<file path="src/rtl/sdc_pkg.sv">
package sdc_pkg;
    localparam int WORD_W  = 32;
    localparam int CMDW_W  = 16;
    localparam int STAT_W  = 11;
    localparam int CRC_W   = 7;
    localparam int HDR_W   = 40;
    localparam int CNT_W   = 8;

    // command word bit positions
    localparam int CB_NEW   = 15;
    localparam int CB_FAIL  = 14;
    localparam int CB_BUSY  = 11;
    localparam int CB_NORSP = 10;
    localparam int CB_LONG  = 9;

    // host status bit positions
    localparam int SB_BUSYDONE = 10;
    localparam int SB_TMO      = 6;
    localparam int SB_CRC      = 4;

    // register byte offsets
    localparam int OFS_CMD  = 'h00;
    localparam int OFS_ARG  = 'h04;
    localparam int OFS_TMO  = 'h08;
    localparam int OFS_STAT = 'h20;

    // bit positions within frames and responses
    localparam logic [CNT_W-1:0] POS_HDR_END   = 8'd40;
    localparam logic [CNT_W-1:0] POS_SHORT_END = 8'd47;
    localparam logic [CNT_W-1:0] POS_PAY_START = 8'd8;
    localparam logic [CNT_W-1:0] POS_LONG_CRC  = 8'd128;
    localparam logic [CNT_W-1:0] POS_LONG_END  = 8'd135;

    typedef enum logic [2:0] {
        ST_IDLE,
        ST_TX,
        ST_WAIT,
        ST_RX,
        ST_BUSY
    } eng_state_e;
endpackage

</file>
<file path="src/rtl/sdc_crc7_step.sv">
module sdc_crc7_step #(
    parameter int               W    = 7,
    parameter logic [W-1:0]     POLY = 7'h09
) (
    input  logic [W-1:0] crc_i,
    input  logic         bit_i,
    output logic [W-1:0] crc_o
);
    logic fb;

    always_comb begin
        fb    = crc_i[W-1] ^ bit_i;
        crc_o = {crc_i[W-2:0], 1'b0} ^ (fb ? POLY : '0);
    end
endmodule

</file>
<file path="src/rtl/sdc_wait_timer.sv">
module sdc_wait_timer #(
    parameter int W = 32
) (
    input  logic         clk,
    input  logic         rst_n,
    input  logic         load_i,
    input  logic [W-1:0] val_i,
    input  logic         tick_i,
    output logic         zero_o
);
    logic [W-1:0] cnt_d, cnt_q;

    always_comb begin
        cnt_d = cnt_q;
        if (load_i) begin
            cnt_d = val_i;
        end else if (tick_i && (cnt_q != '0)) begin
            cnt_d = cnt_q - 1'b1;
        end
    end

    always_ff @(posedge clk or negedge rst_n) begin
        if (!rst_n) cnt_q <= '0;
        else        cnt_q <= cnt_d;
    end

    assign zero_o = (cnt_q == '0);
endmodule

</file>
<file path="src/rtl/sdc_cmd_engine.sv">
module sdc_cmd_engine
    import sdc_pkg::*;
#(
    parameter int ADDR_W = 8,
    parameter int TMO_W  = 32
) (
    input  logic              clk,
    input  logic              rst_n,
    input  logic              strobe_i,
    input  logic              reg_we_i,
    input  logic [ADDR_W-1:0] reg_addr_i,
    input  logic [31:0]       reg_wdata_i,
    output logic [15:0]       cmd_word_o,
    output logic [10:0]       host_stat_o,
    output logic [31:0]       resp0_o,
    output logic [31:0]       resp1_o,
    output logic [31:0]       resp2_o,
    output logic [31:0]       resp3_o,
    output logic              cmd_line_o,
    output logic              cmd_line_oe_o,
    input  logic              cmd_line_i,
    input  logic              dat0_i
);
    localparam int RESP_W = 4 * WORD_W;

    typedef struct packed {
        eng_state_e          st;
        logic [CMDW_W-1:0]   cmd;
        logic [WORD_W-1:0]   arg;
        logic [TMO_W-1:0]    tmo;
        logic [STAT_W-1:0]   stat;
        logic [RESP_W-1:0]   resp;
        logic [RESP_W-1:0]   rxsh;
        logic [HDR_W-1:0]    txsh;
        logic [CRC_W-1:0]    crc;
        logic [CNT_W-1:0]    cnt;
        logic                crc_bad;
    } eng_regs_t;

    eng_regs_t q, d;

    logic             crc_bit;
    logic [CRC_W-1:0] crc_nx;
    logic             tmr_load, tmr_tick, tmr_zero;
    logic             is_long, in_pay, in_chk, at_last;

    sdc_crc7_step #(.W(CRC_W), .POLY(7'h09)) u_crc (
        .crc_i (q.crc),
        .bit_i (crc_bit),
        .crc_o (crc_nx)
    );

    sdc_wait_timer #(.W(TMO_W)) u_tmr (
        .clk    (clk),
        .rst_n  (rst_n),
        .load_i (tmr_load),
        .val_i  (q.tmo),
        .tick_i (tmr_tick),
        .zero_o (tmr_zero)
    );

    always_comb begin
        d        = q;
        crc_bit  = 1'b0;
        tmr_load = 1'b0;
        tmr_tick = 1'b0;
        is_long  = q.cmd[CB_LONG];
        in_pay   = is_long ? (q.cnt >= POS_PAY_START && q.cnt < POS_LONG_CRC)
                           : (q.cnt < POS_HDR_END);
        in_chk   = is_long ? (q.cnt >= POS_LONG_CRC && q.cnt < POS_LONG_END)
                           : (q.cnt >= POS_HDR_END && q.cnt < POS_SHORT_END);
        at_last  = is_long ? (q.cnt == POS_LONG_END) : (q.cnt == POS_SHORT_END);

        // register writes
        if (reg_we_i) begin
            if (reg_addr_i == ADDR_W'(OFS_ARG)) begin
                d.arg = reg_wdata_i;
            end else if (reg_addr_i == ADDR_W'(OFS_TMO)) begin
                d.tmo = TMO_W'(reg_wdata_i);
            end else if (reg_addr_i == ADDR_W'(OFS_STAT)) begin
                d.stat = q.stat & ~reg_wdata_i[STAT_W-1:0];
            end else if (reg_addr_i == ADDR_W'(OFS_CMD) && !q.cmd[CB_NEW]) begin
                if (reg_wdata_i[CB_NEW] && reg_wdata_i[CB_LONG] && reg_wdata_i[CB_BUSY]) begin
                    d.cmd = {2'b01, reg_wdata_i[13:0]};
                end else begin
                    d.cmd = {reg_wdata_i[CB_NEW], 1'b0, reg_wdata_i[13:0]};
                    if (reg_wdata_i[CB_NEW]) begin
                        d.st   = ST_TX;
                        d.txsh = {2'b01, reg_wdata_i[5:0], q.arg};
                        d.cnt  = '0;
                        d.crc  = '0;
                    end
                end
            end
        end

        // serial engine, advances on strobes only
        if (strobe_i) begin
            case (q.st)
                ST_TX: begin
                    if (q.cnt < POS_HDR_END) begin
                        crc_bit = q.txsh[HDR_W-1];
                        d.crc   = crc_nx;
                        d.txsh  = {q.txsh[HDR_W-2:0], 1'b0};
                    end else if (q.cnt < POS_SHORT_END) begin
                        d.crc = {q.crc[CRC_W-2:0], 1'b0};
                    end
                    d.cnt = q.cnt + 1'b1;
                    if (q.cnt == POS_SHORT_END) begin
                        if (q.cmd[CB_NORSP]) begin
                            d.st          = ST_IDLE;
                            d.cmd[CB_NEW] = 1'b0;
                        end else begin
                            d.st     = ST_WAIT;
                            tmr_load = 1'b1;
                        end
                    end
                end
                ST_WAIT: begin
                    if (!cmd_line_i) begin
                        d.st      = ST_RX;
                        d.cnt     = 8'd1;
                        d.crc     = '0;
                        d.crc_bad = 1'b0;
                    end else if (tmr_zero) begin
                        d.st           = ST_IDLE;
                        d.cmd[CB_NEW]  = 1'b0;
                        d.cmd[CB_FAIL] = 1'b1;
                        d.stat[SB_TMO] = 1'b1;
                    end else begin
                        tmr_tick = 1'b1;
                    end
                end
                ST_RX: begin
                    if (in_pay) begin
                        crc_bit = cmd_line_i;
                        d.crc   = crc_nx;
                    end
                    if (in_chk) begin
                        if (cmd_line_i != q.crc[CRC_W-1]) d.crc_bad = 1'b1;
                        d.crc = {q.crc[CRC_W-2:0], 1'b0};
                    end
                    if (is_long && q.cnt >= POS_PAY_START) begin
                        d.rxsh = {q.rxsh[RESP_W-2:0], cmd_line_i};
                    end else if (!is_long && in_pay && q.cnt >= POS_PAY_START) begin
                        d.rxsh[WORD_W-1:0] = {q.rxsh[WORD_W-2:0], cmd_line_i};
                    end
                    d.cnt = q.cnt + 1'b1;
                    if (at_last) begin
                        if (is_long) d.resp = d.rxsh;
                        else         d.resp[WORD_W-1:0] = q.rxsh[WORD_W-1:0];
                        if (d.crc_bad) begin
                            d.st           = ST_IDLE;
                            d.cmd[CB_NEW]  = 1'b0;
                            d.cmd[CB_FAIL] = 1'b1;
                            d.stat[SB_CRC] = 1'b1;
                        end else if (q.cmd[CB_BUSY]) begin
                            d.st     = ST_BUSY;
                            tmr_load = 1'b1;
                        end else begin
                            d.st          = ST_IDLE;
                            d.cmd[CB_NEW] = 1'b0;
                        end
                    end
                end
                ST_BUSY: begin
                    if (dat0_i) begin
                        d.st                = ST_IDLE;
                        d.cmd[CB_NEW]       = 1'b0;
                        d.stat[SB_BUSYDONE] = 1'b1;
                    end else if (tmr_zero) begin
                        d.st           = ST_IDLE;
                        d.cmd[CB_NEW]  = 1'b0;
                        d.cmd[CB_FAIL] = 1'b1;
                        d.stat[SB_TMO] = 1'b1;
                    end else begin
                        tmr_tick = 1'b1;
                    end
                end
                default: ;
            endcase
        end
    end

    always_ff @(posedge clk or negedge rst_n) begin
        if (!rst_n) q <= '0;
        else        q <= d;
    end

    always_comb begin
        cmd_line_oe_o = (q.st == ST_TX);
        cmd_line_o    = 1'b1;
        if (q.st == ST_TX) begin
            if (q.cnt < POS_HDR_END)        cmd_line_o = q.txsh[HDR_W-1];
            else if (q.cnt < POS_SHORT_END) cmd_line_o = q.crc[CRC_W-1];
        end
    end

    assign cmd_word_o  = q.cmd;
    assign host_stat_o = q.stat;
    assign resp0_o     = q.resp[WORD_W-1:0];
    assign resp1_o     = q.resp[2*WORD_W-1:WORD_W];
    assign resp2_o     = q.resp[3*WORD_W-1:2*WORD_W];
    assign resp3_o     = q.resp[4*WORD_W-1:3*WORD_W];
endmodule

</file>
<file path="config.mk">
export PLATFORM = sky130hd
export DESIGN_NAME = sdc_cmd_engine
export DESIGN_NICKNAME = d
export VERILOG_FILES = /design/src/rtl/sdc_pkg.sv /design/src/rtl/sdc_crc7_step.sv /design/src/rtl/sdc_wait_timer.sv /design/src/rtl/sdc_cmd_engine.sv
export SDC_FILE = /design/constraint.sdc
export NUM_CORES = 1
export LEC_CHECK = 0
export ABC_CLOCK_PERIOD_IN_PS = 3850
export BUFFER_PORTS_ARGS = -buffer_cell sky130_fd_sc_hd__buf_2
export CORE_MARGIN = 2
export CORE_UTILIZATION = 25
export DETAILED_ROUTE_END_ITERATION = 16
export GPL_ROUTABILITY_DRIVEN = 1
export GPL_TIMING_DRIVEN = 0
export MAX_ROUTING_LAYER = met4
export SLEW_MARGIN = 10
export SYNTH_ARGS = -nofsm -noshare
export SYNTH_HDL_FRONTEND = slang
export SYNTH_SLANG_ARGS = --single-unit
</file>
<file path="constraint.sdc">
create_clock -name clk -period 3.85 [get_ports clk]
set_input_delay 0.385 -clock clk [delete_from_list [all_inputs] [get_ports clk]]
set_output_delay 0.385 -clock clk [all_outputs]
set_load 0.005 [all_outputs]
</file>
# Yosys cells after proc, flatten, opt, wreduce, memory -nomap -nowiden
# Index checks and enable logic that the tools add are counted.
# W data, S select, Z words.
# classes
magnitude_cmp	7
reduce_logical	25
mux	91
bitwise_logic	7
n_eq_ne	11
add_sub_neg	2
# ops
op	count
$mux W55	7
$mux W32	7
$mux W96	1
$mux W94	1
$mux W40	2
$mux W19	4
$mux W56	1
$pmux W15 S3	1
$mux W43	1
$mux W1	38
$logic_not A32 Y1	1
$mux W16	2
$reduce_bool A32 Y1	1
$sub A32 B1 Y32 const B	1
$mux W7	4
$mux W11	2
$eq A8 B6 Y1 const B	2
$lt A8 B6 Y1 const B	2
$lt A8 B8 Y1 const B	2
$mux W4	4
$pmux W4 S4	1
$mux W5	3
$mux W3	4
$and A11 B11 Y11	1
other kinds (27)	50
# totals
word_cells	158
output_inout_bits	157
regBits	438

# Logic depth before layout (Yosys ltp)
# depth
ltp_word	13
depth_mapped	10
depth_no_buf	8

# Cells and area by module
# Synthesis repeated with hierarchy kept, for this count alone.
# hier_totals
hier_cells	1805
area_unflattened_um2	20721.1
# by_module_without_submodules
mod	cells_per_inst	area_per_inst_um2	n_inst
sdc_cmd_engine	1573	18576.6	1
sdc_wait_timer	224	2067.0	1
sdc_crc7_step	8	77.6	1

# Worst setup path after synthesis
# Ideal clock, no wire load.
# synth_path
kind	register to register
from	register u_tmr.cnt_q[0]
to	register u_tmr.cnt_q[29]
synth_period_minus_slack_ns	2.868
path_stages_with_launch	11
path_slack_ns	0.982
setup_ns	0.126
arrival_ns	2.742
required_ns	3.724
path_cell_list	dfrtp_1 > inv_1 > ha_1 > or3b_2 > or4b_4 > or4_4 > buf_6 > nand2_8 > buf_12 > o21ai_2 > a221o_1
# synth_between
elab_chain_cells	7
# synth_rtl
item	line_no	source
start, declared	sdc_wait_timer.sv:11	logic [W-1:0] cnt_d, cnt_q;
start signal, assigned	sdc_wait_timer.sv:24	else cnt_q <= cnt_d;
branches (longest 7 deep; another with $sub A32 B1 Y32)	n/a	
# Several ways; the timed one is not identified. The select of a mux whose other input is x is not followed.
# A chain may end at the register's enable or synchronous reset.

# Final worst setup path
# layout_path
from	register q[404] (netlist name)
to	register u_tmr.cnt_q[19]
# layout_between
elab_chain_cells	5
# layout_rtl
item	line_no	source
start, declared	sdc_cmd_engine.sv:40	eng_regs_t q, d;
start signal, assigned	sdc_cmd_engine.sv:186	if (!rst_n) q <= '0;
start signal, assigned	sdc_cmd_engine.sv:187	else q <= d;
$eq A3 B3 Y1 or $eq A3 B2 Y1 (tied branches)	sdc_cmd_engine.sv:99	case (q.st)
$pmux W1 S2	sdc_cmd_engine.sv:99	
$mux W1	sdc_cmd_engine.sv:98	if (strobe_i) begin
$logic_and A1 B1 Y1	sdc_wait_timer.sv:17	end else if (tick_i && (cnt_q != '0)) begin
$reduce_bool A2 Y1 (no source line)	n/a	
# Parallel ways exist; a longest one is shown, timed or not.

==> out/results.ini <==
[outcome]
status = completed

[floorplan]
rows = 104
ios = 203
die_height_um = 288.5
start_util = 0.2521
die_x_um = 288.5
dieArea_mm2 = 0.08324
core_area_mm2 = 0.08029

[logic_synthesis]
synthTopCellsByArea = dfrtp_1 (54%), mux2_2 (11%), mux2i_1 (6.3%)
synth_most_common_cell = dfrtp_1
postSynth.asyncResetShare = 1.000
synth_edf_count = 0
syn_avg_cell_area_um2 = 11.16
ys_ff_latch = 438
synth_nets = 1862
yosys.area.top_type = dfrtp_1
synth_common_cells = dfrtp_1 (438), nand2_1 (259), mux2_2 (205)
syn-instance-count = 1813
ys_warn_count = 0
syn_area_mm2 = 0.02024
ys_types = 70
synthFlopType = dfrtp_1
synth_seq_area_share = 0.5416
synth_top_area_share = 0.5416

[timing]
period_needed_ns = 3.443
skew_ns = 0.08660
setup_viol = 0
tightest_slew_ns = 1.062
hold_viol_final = 0
max_slew_margin = 0.2922
fmax_ghz = 0.2904
grt_setup_unrepaired = false
fin_crit_sh = 0.8943
hold_slack_ns = 0.04276
drv_slew = 0

[pwr]
p_per_area_mw_per_mm2 = 495.9
p_leak_nw = 12.73
p_sw_frac = 0.2784
p_seq_frac = 0.425
switching_power_w = 0.003432
clkPwrFrac = 0.429
intPower_w = 0.008893
ir_drop_mv = 0.3513
p_comb_frac = 0.145

[layout]
fin_util = 0.3095
layout.nets = 2142
area_growth_syn_to_layout_pct = 22.81
drive_above_1_share = 0.3279

[clocking]
cts_tree = built
clockRootBuffer = clkbuf_16
clock-sinks = 438
clockBufferDepth = 3
cts_buffers = 50
insertion_delay_ns = 0.64
htreeDepth = 2
postCtsSetupBuffers = 0
clkTransAtPathRegs_ns = 0.07

[setup_path]
crit_buf_inv = 2
worst_setup_path_start_kind = register
r2r_slack_ns = 0.41
crit_cells = 7
cpMostUsedCell = clkbuf_1
rr_startpoint = q[404]
cp-end-kind = register
cp_slowest_cell = a21oi_1
reg2reg_depth = 7
required_ns = 4.38
r2r-end = u_tmr.cnt_q[19]
path_delay_family = simple AND/OR/NAND/NOR gates
crit_chain = or3b_2 -> clkbuf_1 -> or4_1 -> a21oi_1 -> clkbuf_1 -> nand2_1 -> o311ai_0
crit_path_max_incr_delay_ns = 0.84
cp_max_fo = 10
critical_path_class = register to register
cp.arrival_ns = 3.97

[routing]
wire_per_inst_um = 15.68
first_iter_violations = 785
drc = 0
firstDrtPassIters = 6
vias = 14180
viasPerCell = 4.432
ant_nets = 0
drt-total-wl_um = 50130

[hold_path]
hold_start = reg_wdata_i[10]
holdPathEnd = q[365]
whs_path_depth = 2
min_path_type = input port to register

[grt]
grt.overflow.total = 0
antenna_found_initial = 4
grt_pass1_vias = 14150
grt_max_degree = 92
grtUsageTotal = 0.1248
grt_pass1_wl_um = 79760

[place]
io_buffer_count = 200
dp_hpwl_um = 36320
globalplace.congestion = 0.8383

[flow_run]
cap_viol_max_count = 0

-- worst max path at each step --
stage / start / end
4_1_cts: q[6] / resp3_o[1]
6_report: q[404] / u_tmr.cnt_q[19]
5_1_grt: q[6] / resp1_o[1]
2_1_floorplan: u_tmr.cnt_q[0] / u_tmr.cnt_q[29]
3_5_place_dp: q[6] / resp2_o[28]
3_3_place_gp: rst_n / resp2_o[30]
-- layer usage --
layer,global-route usage,routed length [µm],up-vias
met5,-,0,-
met4,0.03951,1251,0
met3,0.02567,2471,63
met2,0.1944,23240,277
met1,0.1623,23170,7030
li1,-,-,6805
-- per-stage QoR --
stage	cell area [µm²]	setup WS [ns]	instances	power (W)	TNS [ns]
6_report	24850	0.4069	3198	0.01232	0
5_1_grt	24850	0.1490	3198	0.01297	0
4_1_cts	24840	0.08720	3195	0.01251	0
3_5_place_dp	22720	-0.1151	3078	0.007084	-2.688
3_3_place_gp	22560	-6.929	3073	0.007036	-3010.41
2_1_floorplan	20240	0.9822	1813	0.006497	0
-- timing repair --
item,4_1_cts,5_1_grt
hold endpoints to repair,113,0
hold buffers,23,0
setup endpoints to repair,80,73
gates resized for setup,1,0
-- kinds of logic (layout without fill, tap and decap cells) --
| group | after synthesis | after routing | synth area share |
|---|---|---|---|
| simple gates | 449 | 449 | 0.09991 |
| flops | 438 | 438 | 0.5416 |
| mux | 332 | 332 | 0.1769 |
| compound gates | 308 | 308 | 0.09361 |
| buf+inv | 274 | 596 | 0.08223 |
| xor+xnor | 9 | 9 | 0.003895 |
| fa+ha+maj | 3 | 3 | 0.001855 |
| other cells | 0 | 3 | 0 |
-- power groups by stage --
| stage | Combinational [W] | Clock, W | Sequential [W] |
|---|---|---|---|
| final | 0.00179 | 0.00529 | 0.00524 |
| after global routing | 0.00201 | 0.00567 | 0.00529 |
| after CTS | 0.00180 | 0.00548 | 0.00524 |
| after detailed placement | 0.00177 | 0 | 0.00531 |
| after global placement | 0.00172 | 0 | 0.00532 |
| after floorplan | 0.00126 | 0 | 0.00524 |
-- state kept, by name (all words and copies together) (netlist names) --
register and count:
cmd_word_o 16, resp2_o 32, resp1_o 32, host_stat_o 11
resp0_o 32, resp3_o 32, u_tmr.cnt_q 32, q 251
-- cell type report --
| class | instances | area, µm² |
|---|---|---|
| inverters | 14 | 52.55 |
| plain buffers | 259 | 1609 |
| repair buffers | 229 | 1390 |
| flip-flops and latches | 438 | 10960 |
| clock inverters | 25 | 421.7 |
| well taps | 1060 | 1326 |
| diodes | 3 | 7.507 |
| clock buffers | 69 | 1463 |
| multi-input cells | 1101 | 7622 |
| fillers | 8306 | 55430 |
-- layout by cell type, fill, tap and decap left out, types with 7 or more instances in the layout --
master	instances
nand3_1	24
a21boi_0	8
or3_1	9
o211ai_1	10
nand2_1	259
mux2i_1	127
clkbuf_8	14
clkbuf_16	50
nor3_1	13
clkbuf_1	78
and3_1	7
a21oi_1	17
inv_1	14
bufinv_16	8
mux2_2	205
buf_4	156
dfrtp_1	438
a32o_1	7
a31oi_1	50
buf_2	220
nor2_1	78
o311ai_0	8
o21ai_0	163
nor4_1	11
clkinv_2	8
a221o_1	12
dlygate4sd3_1	23
Power figures use the tool's default switching activity.
